File: src/rtl/irq_arb_pkg.sv
package irq_arb_pkg;
  localparam int PW    = 3;
  localparam int SYS_N = 3;

  // number of sub-ordering bits after clamping to the priority width
  function automatic int unsigned sub_bits(input int unsigned g, input int unsigned pw);
    return (g > pw) ? pw : g;
  endfunction
endpackage

File: src/rtl/irq_prio_bank.sv
module irq_prio_bank #(
  parameter int N  = 8,
  parameter int PW = 3,
  localparam int SW = $clog2(N)
) (
  input  logic            clk,
  input  logic            rst,
  input  logic            wr_en,
  input  logic [SW-1:0]   wr_sel,
  input  logic [PW-1:0]   wr_val,
  output logic [N*PW-1:0] prio_flat
);
  for (genvar k = 0; k < N; k++) begin : g_reg
    logic [PW-1:0] q;
    always_ff @(posedge clk) begin
      if (rst) q <= '0;
      else if (wr_en && wr_sel == SW'(k)) q <= wr_val;
    end
    assign prio_flat[k*PW +: PW] = q;
  end


  reset_clears_chk: assert property (@(posedge clk) rst |=> prio_flat == '0);
endmodule

File: src/rtl/irq_min_select.sv
module irq_min_select #(
  parameter int N     = 8,
  parameter int PW    = 3,
  parameter int SYS_N = 3,
  localparam int IDXW = $clog2(N + SYS_N),
  localparam int LVLW = $clog2(SYS_N + (1 << PW))
) (
  input  logic [SYS_N-1:0] sys_pend,
  input  logic [N-1:0]     irq_pend,
  input  logic [N*PW-1:0]  prio_flat,
  output logic             any,
  output logic [IDXW-1:0]  idx,
  output logic             is_sys,
  output logic [PW-1:0]    win_prio
);
  logic [LVLW-1:0] best;
  logic [LVLW-1:0] lvl;

  always_comb begin
    any      = 1'b0;
    idx      = '0;
    is_sys   = 1'b0;
    win_prio = '0;
    best     = '1;
    lvl      = '0;
    // system exceptions first, ascending: strict compare keeps lowest index
    for (int i = 0; i < SYS_N; i++) begin
      lvl = LVLW'(i);
      if (sys_pend[i] && (!any || lvl < best)) begin
        any = 1'b1; best = lvl; idx = IDXW'(i); is_sys = 1'b1; win_prio = '0;
      end
    end
    for (int k = 0; k < N; k++) begin
      lvl = LVLW'(SYS_N) + LVLW'(prio_flat[k*PW +: PW]);
      if (irq_pend[k] && (!any || lvl < best)) begin
        any = 1'b1; best = lvl; idx = IDXW'(SYS_N + k); is_sys = 1'b0;
        win_prio = prio_flat[k*PW +: PW];
      end
    end
  end
endmodule

File: src/rtl/irq_preempt_cmp.sv
module irq_preempt_cmp #(
  parameter int PW = 3,
  parameter int GW = 3,
  localparam int SUBW = $clog2(PW + 1)
) (
  input  logic [GW-1:0] grp_sel,
  input  logic          win_any,
  input  logic          win_is_sys,
  input  logic [PW-1:0] win_prio,
  input  logic          act_valid,
  input  logic [PW-1:0] act_prio,
  output logic          preempt
);
  import irq_arb_pkg::*;
  logic [SUBW-1:0] sub_n;
  logic [PW-1:0]   win_grp, act_grp;

  always_comb begin
    sub_n   = SUBW'(sub_bits(int'(grp_sel), PW));
    win_grp = win_prio >> sub_n;
    act_grp = act_prio >> sub_n;
    preempt = win_any && (win_is_sys || !act_valid || (win_grp < act_grp));
  end
endmodule

File: src/rtl/irq_preempt_arb.sv
module irq_preempt_arb #(
  parameter int N     = 8,
  parameter int GW    = 3,
  localparam int PW   = irq_arb_pkg::PW,
  localparam int SYSN = irq_arb_pkg::SYS_N,
  localparam int SW   = $clog2(N),
  localparam int IDXW = $clog2(N + SYSN)
) (
  input  logic            clk,
  input  logic            rst,
  input  logic            prio_wr_en,
  input  logic [SW-1:0]   prio_wr_sel,
  input  logic [PW-1:0]   prio_wr_val,
  input  logic [GW-1:0]   grp_sel,
  input  logic [SYSN-1:0] sys_pend,
  input  logic [N-1:0]    irq_pend,
  input  logic            act_valid,
  input  logic [PW-1:0]   act_prio,
  output logic            win_valid,
  output logic [IDXW-1:0] win_idx,
  output logic            preempt
);
  logic [N*PW-1:0] prio_flat;
  logic            sel_any, sel_sys, pre_c;
  logic [IDXW-1:0] sel_idx;
  logic [PW-1:0]   sel_prio;

  irq_prio_bank #(.N(N), .PW(PW)) u_bank (
    .clk(clk), .rst(rst), .wr_en(prio_wr_en), .wr_sel(prio_wr_sel),
    .wr_val(prio_wr_val), .prio_flat(prio_flat)
  );

  irq_min_select #(.N(N), .PW(PW), .SYS_N(SYSN)) u_sel (
    .sys_pend(sys_pend), .irq_pend(irq_pend), .prio_flat(prio_flat),
    .any(sel_any), .idx(sel_idx), .is_sys(sel_sys), .win_prio(sel_prio)
  );

  irq_preempt_cmp #(.PW(PW), .GW(GW)) u_cmp (
    .grp_sel(grp_sel), .win_any(sel_any), .win_is_sys(sel_sys),
    .win_prio(sel_prio), .act_valid(act_valid), .act_prio(act_prio),
    .preempt(pre_c)
  );

  always_ff @(posedge clk) begin
    if (rst) begin
      win_valid <= 1'b0;
      win_idx   <= '0;
      preempt   <= 1'b0;
    end else begin
      win_valid <= sel_any;
      win_idx   <= sel_idx;
      preempt   <= pre_c;
    end
  end


  idle_quiet_chk: assert property (@(posedge clk) disable iff (rst)
    (sys_pend == '0 && irq_pend == '0) |=> (!win_valid && !preempt && win_idx == '0));

  sys_preempts_chk: assert property (@(posedge clk) disable iff (rst)
    (sys_pend != '0) |=> (win_valid && preempt && win_idx < IDXW'(SYSN)));

  reset_exc_first_chk: assert property (@(posedge clk) disable iff (rst)
    sys_pend[0] |=> (win_idx == '0));

  idle_cpu_preempt_chk: assert property (@(posedge clk) disable iff (rst)
    (!act_valid && (sys_pend != '0 || irq_pend != '0)) |=> preempt);

  out_reset_chk: assert property (@(posedge clk) rst |=> (!win_valid && !preempt && win_idx == '0));
endmodule

File: config.mk
export PLATFORM = sky130hd
export DESIGN_NAME = irq_preempt_arb
export DESIGN_NICKNAME = d
export VERILOG_FILES = /design/src/rtl/irq_arb_pkg.sv /design/src/rtl/irq_prio_bank.sv /design/src/rtl/irq_min_select.sv /design/src/rtl/irq_preempt_cmp.sv /design/src/rtl/irq_preempt_arb.sv
export SDC_FILE = /design/constraint.sdc
export NUM_CORES = 1
export LEC_CHECK = 0
export BUFFER_PORTS_ARGS = -buffer_cell sky130_fd_sc_hd__buf_2
export CAP_MARGIN = 10
export CORE_MARGIN = 4
export CORE_UTILIZATION = 28
export DETAILED_ROUTE_END_ITERATION = 16
export GPL_TIMING_DRIVEN = 0
export SYNTH_ARGS = -nofsm -noshare
export SYNTH_HDL_FRONTEND = slang
export SYNTH_SLANG_ARGS = --single-unit
File: constraint.sdc
create_clock -name clk -period 22.6 [get_ports clk]
set_input_delay 0 -clock clk [delete_from_list [all_inputs] [get_ports clk]]
set_output_delay 0 -clock clk [all_outputs]
set_load 0.01 [all_outputs]
==> metrics.cfg, run 1 <==
[clock_tree]
clock_latency_ns = 0.27
clock_tree.root_cell = clkbuf_16
cts-buffers-inserted = 5
htreeDepth = 2
clk_pin_slew_ns = 0.05
clock_path_buffers = 2
cts_resized = 0
cts_tree = done
cts_sinks = 30

[synthesis]
syn_inst = 442
synth_top_flop_cell = dfxtp_1
netlist_area_sq_um = 3570
synth_cell_type_count = 92
yosys.area.top_type = dfxtp_1
ys_ff_latch = 30
yosysWarnings = 0
yosysSeqAreaShare_pct = 16.8
syn_nets = 497
synth-edff-count = 0
syn_area_per_cell_sq_um = 8.07
synthTopCellsByArea = dfxtp_1 (17%), ha_1 (9.8%), mux2i_1 (9.3%)
synthArstFlopShare_pct = 0
synth_top_area_share_pct = 16.8

[floorplan]
core-area_sq_um = 12300
die_area_sq_um = 14600
rows = 40
die_height_um = 121
num_io_pins = 33
start_util_pct = 29.1
die_x_um = 121

[hold_path]
whs_endpoint = win_valid
holdPathStages = 3
worstHoldStart = irq_pend[7]
hp-class = in -> reg

[setup_path]
crit_path_end_kind = flop
crit_slowest_cell = dfxtp_1
rr_endpoint = preempt
r2r_start = u_bank.g_reg[0].q[0]
crit_required_ns = 22.77
ff2ff_setup_slack_ns = 5.24
crit_top_cell = ha_1
r2r_cells = 79
critical_path.top_delay_family = compound AO/OA/AOI/OAI gates
path_buf_inv = 10
slowest_delay_ns = 0.46
cp.depth = 79
cp_max_fo = 10
criticalPathCategory = reg -> reg
crit_arrival_ns = 17.53
crit_path_start_kind = flop

[timing]
fmax_mhz = 57.6
rsz0062_at_grt = false
setup_tns_ns = 0
layout_min_cycle_time_ns = 17.36
setup_violations = 0
maxSlewViolCount = 0
fin_worst_skew_ns = 0.00694
worst_pin_slew_ns = 0.840
period_share_pct = 76.8
finalHoldViolCount = 0
slew_headroom_pct = 42.6

[pwr]
powerDensity_nw_per_um2 = 58.4
ir_drop_mv = 0.0556
finalPower_mw = 0.239
p_leak_nw = 1.63

[global_routing]
first_global_vias = 3299
grtUsageTotal_pct = 12.6
grt_first_pass_wirelength_um = 15400
gr-total-overflow = 0
antenna_found_initial = 0
grt_start_max_net_pins = 11

[placed_design]
dp_hpwl_um = 7630
postPlaceCellArea_sq_um = 3920
gp_congestion = 0.878
placement.io_buffers = 28

[final_layout]
areaGrowthSynthToFinish_pct = 14.8
final_area_sq_um = 4100
final_cell_mix = nor2_1 (51), inv_1 (42), mux2i_1 (33)
num_antenna_cells = 0
drive_gt1_share_pct = 20.3
final_common_cell = nor2_1
nets = 533

[drt]
via_count = 3354
detail-route-antenna-nets = 0
viasPerCell = 5.19
drt_pass1_iterations = 4
drc = 0
wl_um = 9250
drt-initial-drc-count = 192
wl_per_cell_um = 14.3

[outcome]
outcome = completed

[run]
maxCapViolCount = 0

## sequential cells by signal (all words and copies together), names as in the netlist
name and cells:
win_valid 1, u_bank.g.q 24, preempt 1, win_idx 4
## worst reg2reg max path: cells and delay by family (launching register included)
kind | cells | cell delay [ns]
flip-flops | 1 | 0.46
buffers and inverters | 10 | 1.51
multiplexers | 5 | 1.61
adder cells (fa/ha/maj) | 10 | 3.02
AO/OA/AOI/OAI | 38 | 7.55
AND/OR/NAND/NOR | 16 | 3.14
## logic make-up after synthesis
kind of cell             synth area share, %
AO/OA/AOI/OAI                           30.9
XOR/XNOR                                1.96
adder cells (fa/ha/maj)                 9.82
buffers and inverters                   6.59
flip-flops                              16.8
multiplexers                            11.8
AND/OR/NAND/NOR                         22.1
## what timing repair did
| action | in CTS | in global routing |
|---|---|---|
| hold endpoints to repair | 1 | 0 |
| endpoints found under the setup margin | 0 | 0 |
| buffers inserted | 0 | 0 |
| hold buffers | 1 | 0 |
## layout make-up
class	instances	area, sq um
clock buffer	6	139
clock inverter	1	30.0
multi-input combinational	356	2730
tap	168	210
fill	1289	8160
inverter	42	158
timing repair buffer	29	150
sequential	30	601
buffer	14	77.6
## worst max path at each step
| stage | slack [ns] | endpoint | startpoint |
|---|---|---|---|
| 3_5_place_dp | 5.49 | preempt | u_bank.g_reg[0].q[0] |
| 5_1_grt | 4.07 | preempt | u_bank.g_reg[0].q[0] |
| 3_3_place_gp | 5.76 | preempt | u_bank.g_reg[0].q[0] |
| 4_1_cts | 5.40 | preempt | u_bank.g_reg[0].q[0] |
| 6_report | 5.24 | preempt | u_bank.g_reg[0].q[0] |
| 2_1_floorplan | 7.73 | preempt | u_bank.g_reg[0].q[0] |
## synthesized netlist by cell type, drive strengths merged (4+ instances only)
| cell type | n |
|---|---|
| o221ai | 4 |
| a211oi | 6 |
| inv | 42 |
| o31ai | 5 |
| dfxtp | 30 |
| or2b | 4 |
| and3 | 5 |
| clkbuf | 8 |
| a21oi | 31 |
| nor4 | 4 |
| o211a | 4 |
| xnor2 | 5 |
| mux2 | 8 |
| o211ai | 8 |
| ha | 28 |
| a21o | 4 |
| nor2 | 51 |
| nor3b | 5 |
| buf | 6 |
| o21a | 10 |
| mux2i | 33 |
| nand2 | 21 |
| nand2b | 5 |
| nand3 | 11 |
| nor2b | 4 |
| nor3 | 14 |
| o21ai | 30 |
## per-layer routing
metal	wire, um	vias to the layer above	GRT usage [%]
met5	0	-	0
met4	105	0	2.55
met3	241	12	1.45
met2	4170	74	21.0
met1	4740	1559	17.4
li1	-	1709	-
## per-stage QoR
step	util [%]	hold slack [ns]	cells	setup WS [ns]
6_report	33.4	0.0441	646	5.24
5_1_grt	33.4	0.0473	646	4.07
3_3_place_gp	32.0	0.257	638	5.76
3_5_place_dp	32.0	0.248	638	5.49
2_1_floorplan	-	0.0896	442	7.73
4_1_cts	33.4	0.0369	646	5.40
## power by group
group | internal (mW) | switching, mW | total, mW
sequential | 0.0569 | 0.00191 | 0.0588
clock | 0.0541 | 0.0204 | 0.0745
combinational | 0.0447 | 0.0611 | 0.106
total | 0.156 | 0.0834 | 0.239
No activity file was read; power rests on OpenSTA's default activity.
==> run 2, diff against run 1 <==
Clock period 22.6 ns to 16.65 ns, I/O delays scaled along.
==> run 2 against run 1 <==
Effect of this change:
- die area stayed put
- critical path depth is 1 higher
- hold slack better by 0.0012 ns
- non-clock buffer count is 6 higher
- clock power is 36% higher
- cell count is 0.93% higher
- setup slack worse by 4.4 ns
- clock skew hardly changed
- fmax is 9.5% higher
- largest power group unchanged
- highest routed layer unchanged
==> metrics.cfg, run 2 (synthesized netlist as in run 1, its figures left out) <==
[clock_tree]
cts_tree = done
cts_sinks = 30  ; unchanged
clock_latency_ns = 0.27  ; about the same
clock_tree.root_cell = clkbuf_16
clk_pin_slew_ns = 0.05  ; about the same
htreeDepth = 2  ; unchanged
clock_path_buffers = 2  ; unchanged
cts-buffers-inserted = 5  ; unchanged

[drt]
via_count = 3418  ; +1.9%
drt_pass1_iterations = 4  ; unchanged
drt-initial-drc-count = 170  ; -11%
viasPerCell = 5.24  ; +0.97%
wl_per_cell_um = 14.5  ; +1.1%
drc = 0  ; unchanged
detail-route-antenna-nets = 0  ; unchanged
wl_um = 9450  ; +2.1%

[global_routing]
grtUsageTotal_pct = 12.6  ; +0.059 points
antenna_found_initial = 0  ; unchanged
gr-total-overflow = 0  ; unchanged
grt_start_max_net_pins = 11  ; unchanged
grt_first_pass_wirelength_um = 15500  ; +0.58%
first_global_vias = 3329  ; +0.91%

[pwr]
ir_drop_mv = 0.0755  ; +36%
powerDensity_nw_per_um2 = 79.0  ; +35%
p_leak_nw = 1.69  ; +3.3%

[final_layout]
largest_register = u_bank.g.q
areaGrowthSynthToFinish_pct = 18.8
multi_input_area_sq_um = 2820  ; +3.3%
final_common_cell = nor2_1
drive_gt1_share_pct = 25.4  ; +5.1 points
fillers = 1282  ; -0.54%
final_cells = 652  ; +0.93%
final_util_pct = 34.6  ; +1.2 points
regArea_sq_um = 602  ; +0.21%
nets = 539  ; +1.1%
num_antenna_cells = 0  ; unchanged
final_area_sq_um = 4240  ; +3.5%
top_regs = u_bank.g.q (24), win_idx (4)
largest_register_ffs = 24  ; unchanged
final_cell_mix = nor2_1 (49), inv_1 (42), mux2i_1 (31)

[timing]
fmax_mhz = 63.1  ; +9.5%
setup_slack_ns = 0.799  ; -4.44 ns
worst_pin_slew_ns = 0.692  ; -0.148 ns
finalHoldViolCount = 0  ; unchanged
fin_worst_skew_ns = 0.00705  ; +0.000114 ns
layout_min_cycle_time_ns = 15.85  ; -1.51 ns
period_share_pct = 95.2  ; +18 points
setup_violations = 0  ; unchanged
slew_headroom_pct = 52.7  ; +10 points
maxSlewViolCount = 0  ; unchanged

[hold_path]
hp-class = in -> reg
worstHoldStart = irq_pend[7]

[floorplan]
core-area_sq_um = 12300  ; unchanged
num_io_pins = 33  ; unchanged
die_area_sq_um = 14600  ; unchanged
start_util_pct = 29.1  ; unchanged
die_x_um = 121  ; unchanged
die_height_um = 121  ; unchanged
rows = 40  ; unchanged

[setup_path]
crit_required_ns = 16.82  ; -5.95 ns
crit_slowest_cell = or3_4
crit_path_end_kind = flop
criticalPathCategory = reg -> reg
critPathLaunch = u_bank.g_reg[0].q[0]
slowest_delay_ns = 0.42  ; -0.04 ns
crit_arrival_ns = 16.02  ; -1.51 ns
r2r_start = u_bank.g_reg[0].q[0]
crit_top_cell = ha_1
crit_path_start_kind = flop
cp_max_fo = 10  ; unchanged

[placed_design]
postPlaceCellArea_sq_um = 3920  ; unchanged
post-place-ws_ns = -0.457  ; -5.95 ns
place_inst = 638  ; unchanged
placement.io_buffers = 28  ; unchanged
dp_hpwl_um = 7630  ; unchanged
gp_congestion = 0.878  ; unchanged

[run]
maxCapViolCount = 0  ; unchanged

[outcome]
outcome = completed

==> run 2: cell types whose count changed in the layout (fill, tap and decap cells not counted), moves of 2 or more <==
cell and delta:
mux2i_1 -2, a21oi_2 +3, nor2_1 -2, buf_4 +6
a21oi_1 -4, nor2_2 +2, o21ai_2 +4, o21ai_0 -4
==> run 2: routing by layer <==
metal / GRT usage, % / share of wire, % / wire [um]
met5: 0 / 0 / 0
met3: 1.45 / 3.5 / 328
met1: 17.5 / 50 / 4720
met4: 2.55 / 1.2 / 110
met2: 21.1 / 45 / 4290
==> run 2: per-stage QoR <==
stage	power, mW	hold WS (ns)	setup TNS, ns
global placement	0.221	0.257	-0.191
global route	0.357	0.0473	-0.0868
CTS	0.328	0.0369	0
floorplan	0.190	0.0896	0
finish	0.335	0.0453	0
detailed placement	0.223	0.248	-0.457
==> run 2: final timing paths <==
path                                             end  slack, ns  depth (start not counted)
worst max-delay path                         preempt       0.80                         80
worst min-delay path                       win_valid       0.05                          3
worst max register to register               preempt       0.80                         80
worst min register to register  u_bank.g_reg[1].q[1]       0.53                          2
==> run 2: cell type report <==
cell class / instances / area share (%)
Buffer: 14 / 1.92
Clock buffer: 6 / 3.28
Clock inverter: 1 / 0.708
Inverter: 42 / 3.72
Multi-Input combinational cell: 356 / 66.6
Sequential cell: 30 / 14.2
Tap cell: 168 / 4.96
Timing Repair Buffer: 35 / 4.60
==> run 2: worst max-delay path: cells and delay by family (launching register included) <==
family,cells,cell delay [ns]
multiplexers,5,1.53
flip-flops,1,0.39
AO/OA/AOI/OAI,38,6.10
adder cells (fa/ha/maj),10,3.01
AND/OR/NAND/NOR,17,3.29
buffers and inverters,10,1.43
==> run 2: repair_timing <==
item,CTS,global route
endpoints found under the hold margin,1,0
resized for setup,6,22
hold buffers,1,0
endpoints found under the setup margin,1,1
pin swaps,0,5
buffers inserted,2,4
==> run 2: power by group <==
group | switching [mW] | internal [mW] | total [mW]
Clock | 0.0277 | 0.0734 | 0.101
Combinational | 0.0869 | 0.0669 | 0.154
Sequential | 0.00263 | 0.0773 | 0.0799
Total | 0.117 | 0.218 | 0.335
==> run 3, diff against run 2 <==
Settings changed: CAP_MARGIN 10 to 5.
Clock period 16.65 ns to 15.4 ns, I/O delays scaled along.
==> run 3 against run 2 <==
Effect of this change:
- routed wire length is 4.1% higher
- setup slack worse by 0.27 ns
- via count is 2.2% higher
- clock-buffer cell count stayed put
- largest cell class unchanged
- largest power group unchanged
==> metrics.cfg, run 3 (synthesized netlist as in run 1, its figures left out) <==
[setup_path]
crit_top_cell = ha_1
criticalPathCategory = reg -> reg
crit_slowest_cell = or3_4
r2r_cells = 80  ; unchanged
r2r_start = u_bank.g_reg[0].q[0]
slowest_delay_ns = 0.42  ; about the same
crit_arrival_ns = 15.04  ; -0.98 ns
crit_path_end = preempt
crit_path_start_kind = flop
rr_endpoint = preempt
ff2ff_setup_slack_ns = 0.53  ; -0.27 ns
crit_required_ns = 15.57  ; -1.25 ns
crit_path_end_kind = flop
critPathLaunch = u_bank.g_reg[0].q[0]
cp_max_fo = 9  ; -1

[global_routing]
antenna_found_initial = 0  ; unchanged
grt_first_pass_wirelength_um = 15900  ; +2.2%
grt_start_max_net_pins = 11  ; unchanged
gr-total-overflow = 0  ; unchanged
first_global_vias = 3422  ; +2.8%
grtUsageTotal_pct = 12.9  ; +0.24 points

[drt]
via_count = 3494  ; +2.2%
wl_met2_um = 4600  ; +7.3%
wl_um = 9830  ; +4.1%
highest_layer = met4
drt_pass1_iterations = 4  ; unchanged
dr_wl_met3_um = 304  ; -7.3%
wl_met1_um = 4820  ; +2.1%
wl_per_cell_um = 14.8  ; +2.0%
detail-route-antenna-nets = 0  ; unchanged
drt-initial-drc-count = 201  ; +18%
drc = 0  ; unchanged
viasPerCell = 5.25  ; +0.23%

[timing]
fin_worst_skew_ns = 0.00686  ; -0.000191 ns
layout_min_cycle_time_ns = 14.87  ; -0.979 ns
holdWs_ns = 0.0516  ; +0.00633 ns
fmax_mhz = 67.2  ; +6.6%
setup_slack_ns = 0.527  ; -0.271 ns
worst_pin_slew_ns = 0.713  ; +0.0206 ns
setup_tns_ns = 0  ; unchanged
period_share_pct = 96.6  ; +1.4 points
maxSlewViolCount = 0  ; unchanged
setup_violations = 0  ; unchanged
finalHoldViolCount = 0  ; unchanged
slew_headroom_pct = 51.3  ; -1.4 points

[placed_design]
post-place-ws_ns = -1.71  ; -1.25 ns
dp_hpwl_um = 7630  ; unchanged
place_inst = 638  ; unchanged
gp_congestion = 0.878  ; unchanged
postPlaceCellArea_sq_um = 3920  ; unchanged
placement.io_buffers = 28  ; unchanged

[floorplan]
die_area_sq_um = 14600  ; unchanged
rows = 40  ; unchanged
die_x_um = 121  ; unchanged
core-area_sq_um = 12300  ; unchanged
num_io_pins = 33  ; unchanged
die_height_um = 121  ; unchanged
start_util_pct = 29.1  ; unchanged

[outcome]
outcome = completed

[pwr]
finalPower_mw = 0.386  ; +15%
p_leak_nw = 1.79  ; +6.2%
ir_drop_mv = 0.0817  ; +8.3%
powerDensity_nw_per_um2 = 84.9  ; +7.5%

[run]
maxCapViolCount = 0  ; unchanged

[final_layout]
top_regs = u_bank.g.q (24), win_idx (4)
final_cell_mix = nor2_1 (48), inv_1 (41), mux2i_1 (30)
largest_register_ffs = 24  ; unchanged
final_util_pct = 37.1  ; +2.5 points
final_cells = 665  ; +2.0%
num_antenna_cells = 0  ; unchanged
largest_register = u_bank.g.q
drive_gt1_share_pct = 31.8  ; +6.4 points
final_area_sq_um = 4540  ; +7.2%
final_common_cell = nor2_1
nets = 552  ; +2.4%
areaGrowthSynthToFinish_pct = 27.3

[clock_tree]
clock_path_buffers = 2  ; unchanged
clk_pin_slew_ns = 0.05  ; about the same
cts-buffers-inserted = 5  ; unchanged
clock_tree.root_cell = clkbuf_16
clock_latency_ns = 0.27  ; about the same
cts_tree = done
cts_sinks = 30  ; unchanged
htreeDepth = 2  ; unchanged

[hold_path]
hp-class = in -> reg

run 3: changes by cell type in the layout (fill, tap and decap cells not counted), moves of 3 or more:
cell / before / now
buf_4: 8 / 22
o21ai_2: 8 / 5
ha_4: 0 / 5
a21oi_1: 24 / 21
ha_1: 28 / 23
o21ai_4: 1 / 5
run 3: power by group:
part	leakage (nW)	internal (mW)	switching, mW
Combinational	1.46	0.0873	0.103
Clock	0.0829	0.0794	0.0296
Sequential	0.245	0.0834	0.00285
Total	1.79	0.250	0.136
run 3: worst min path at each step:
stage | from | end | slack, ns | cells past startpoint
global placement | rst | win_valid | 0.26 | 2
finish | irq_pend[7] | win_valid | 0.05 | 3
detailed placement | rst | win_valid | 0.25 | 2
global route | irq_pend[7] | win_valid | 0.05 | 3
floorplan | rst | win_valid | 0.09 | 1
CTS | irq_pend[7] | win_valid | 0.04 | 3
run 3: critical path, delay by kind of cell, from the launching register on:
family / cells / cell delay, ns
DFF: 1 / 0.38
AOI/OAI and AO/OA: 34 / 5.48
adders and majority gates: 10 / 2.71
muxes: 6 / 1.77
buffers and inverters: 11 / 1.26
and+or+nand+nor: 19 / 3.19
run 3: what timing repair did:
action	4_1_cts	5_1_grt
pin swaps	6	20
endpoints found under the hold margin	1	0
buffers inserted	11	8
endpoints found under the setup margin	5	1
resized for setup	28	41
hold buffers	1	0
run 3: area by class of cell:
cell class                 instances  area, sq um
fill                            1246         7720
multi-input combinational        356         3010
sequential                        30          606
timing repair buffer              48          297
tap                              168          210
inverter                          42          158
clock buffer                       6          139
buffer                            14         90.1
clock inverter                     1         30.0
run 3: layer usage:
| layer | vias to the layer above | track usage (%) |
|---|---|---|
| met4 | 0 | 2.48 |
| met2 | 84 | 22.1 |
| met5 | - | 0 |
| met1 | 1646 | 17.4 |
| met3 | 14 | 1.45 |
| li1 | 1750 | - |
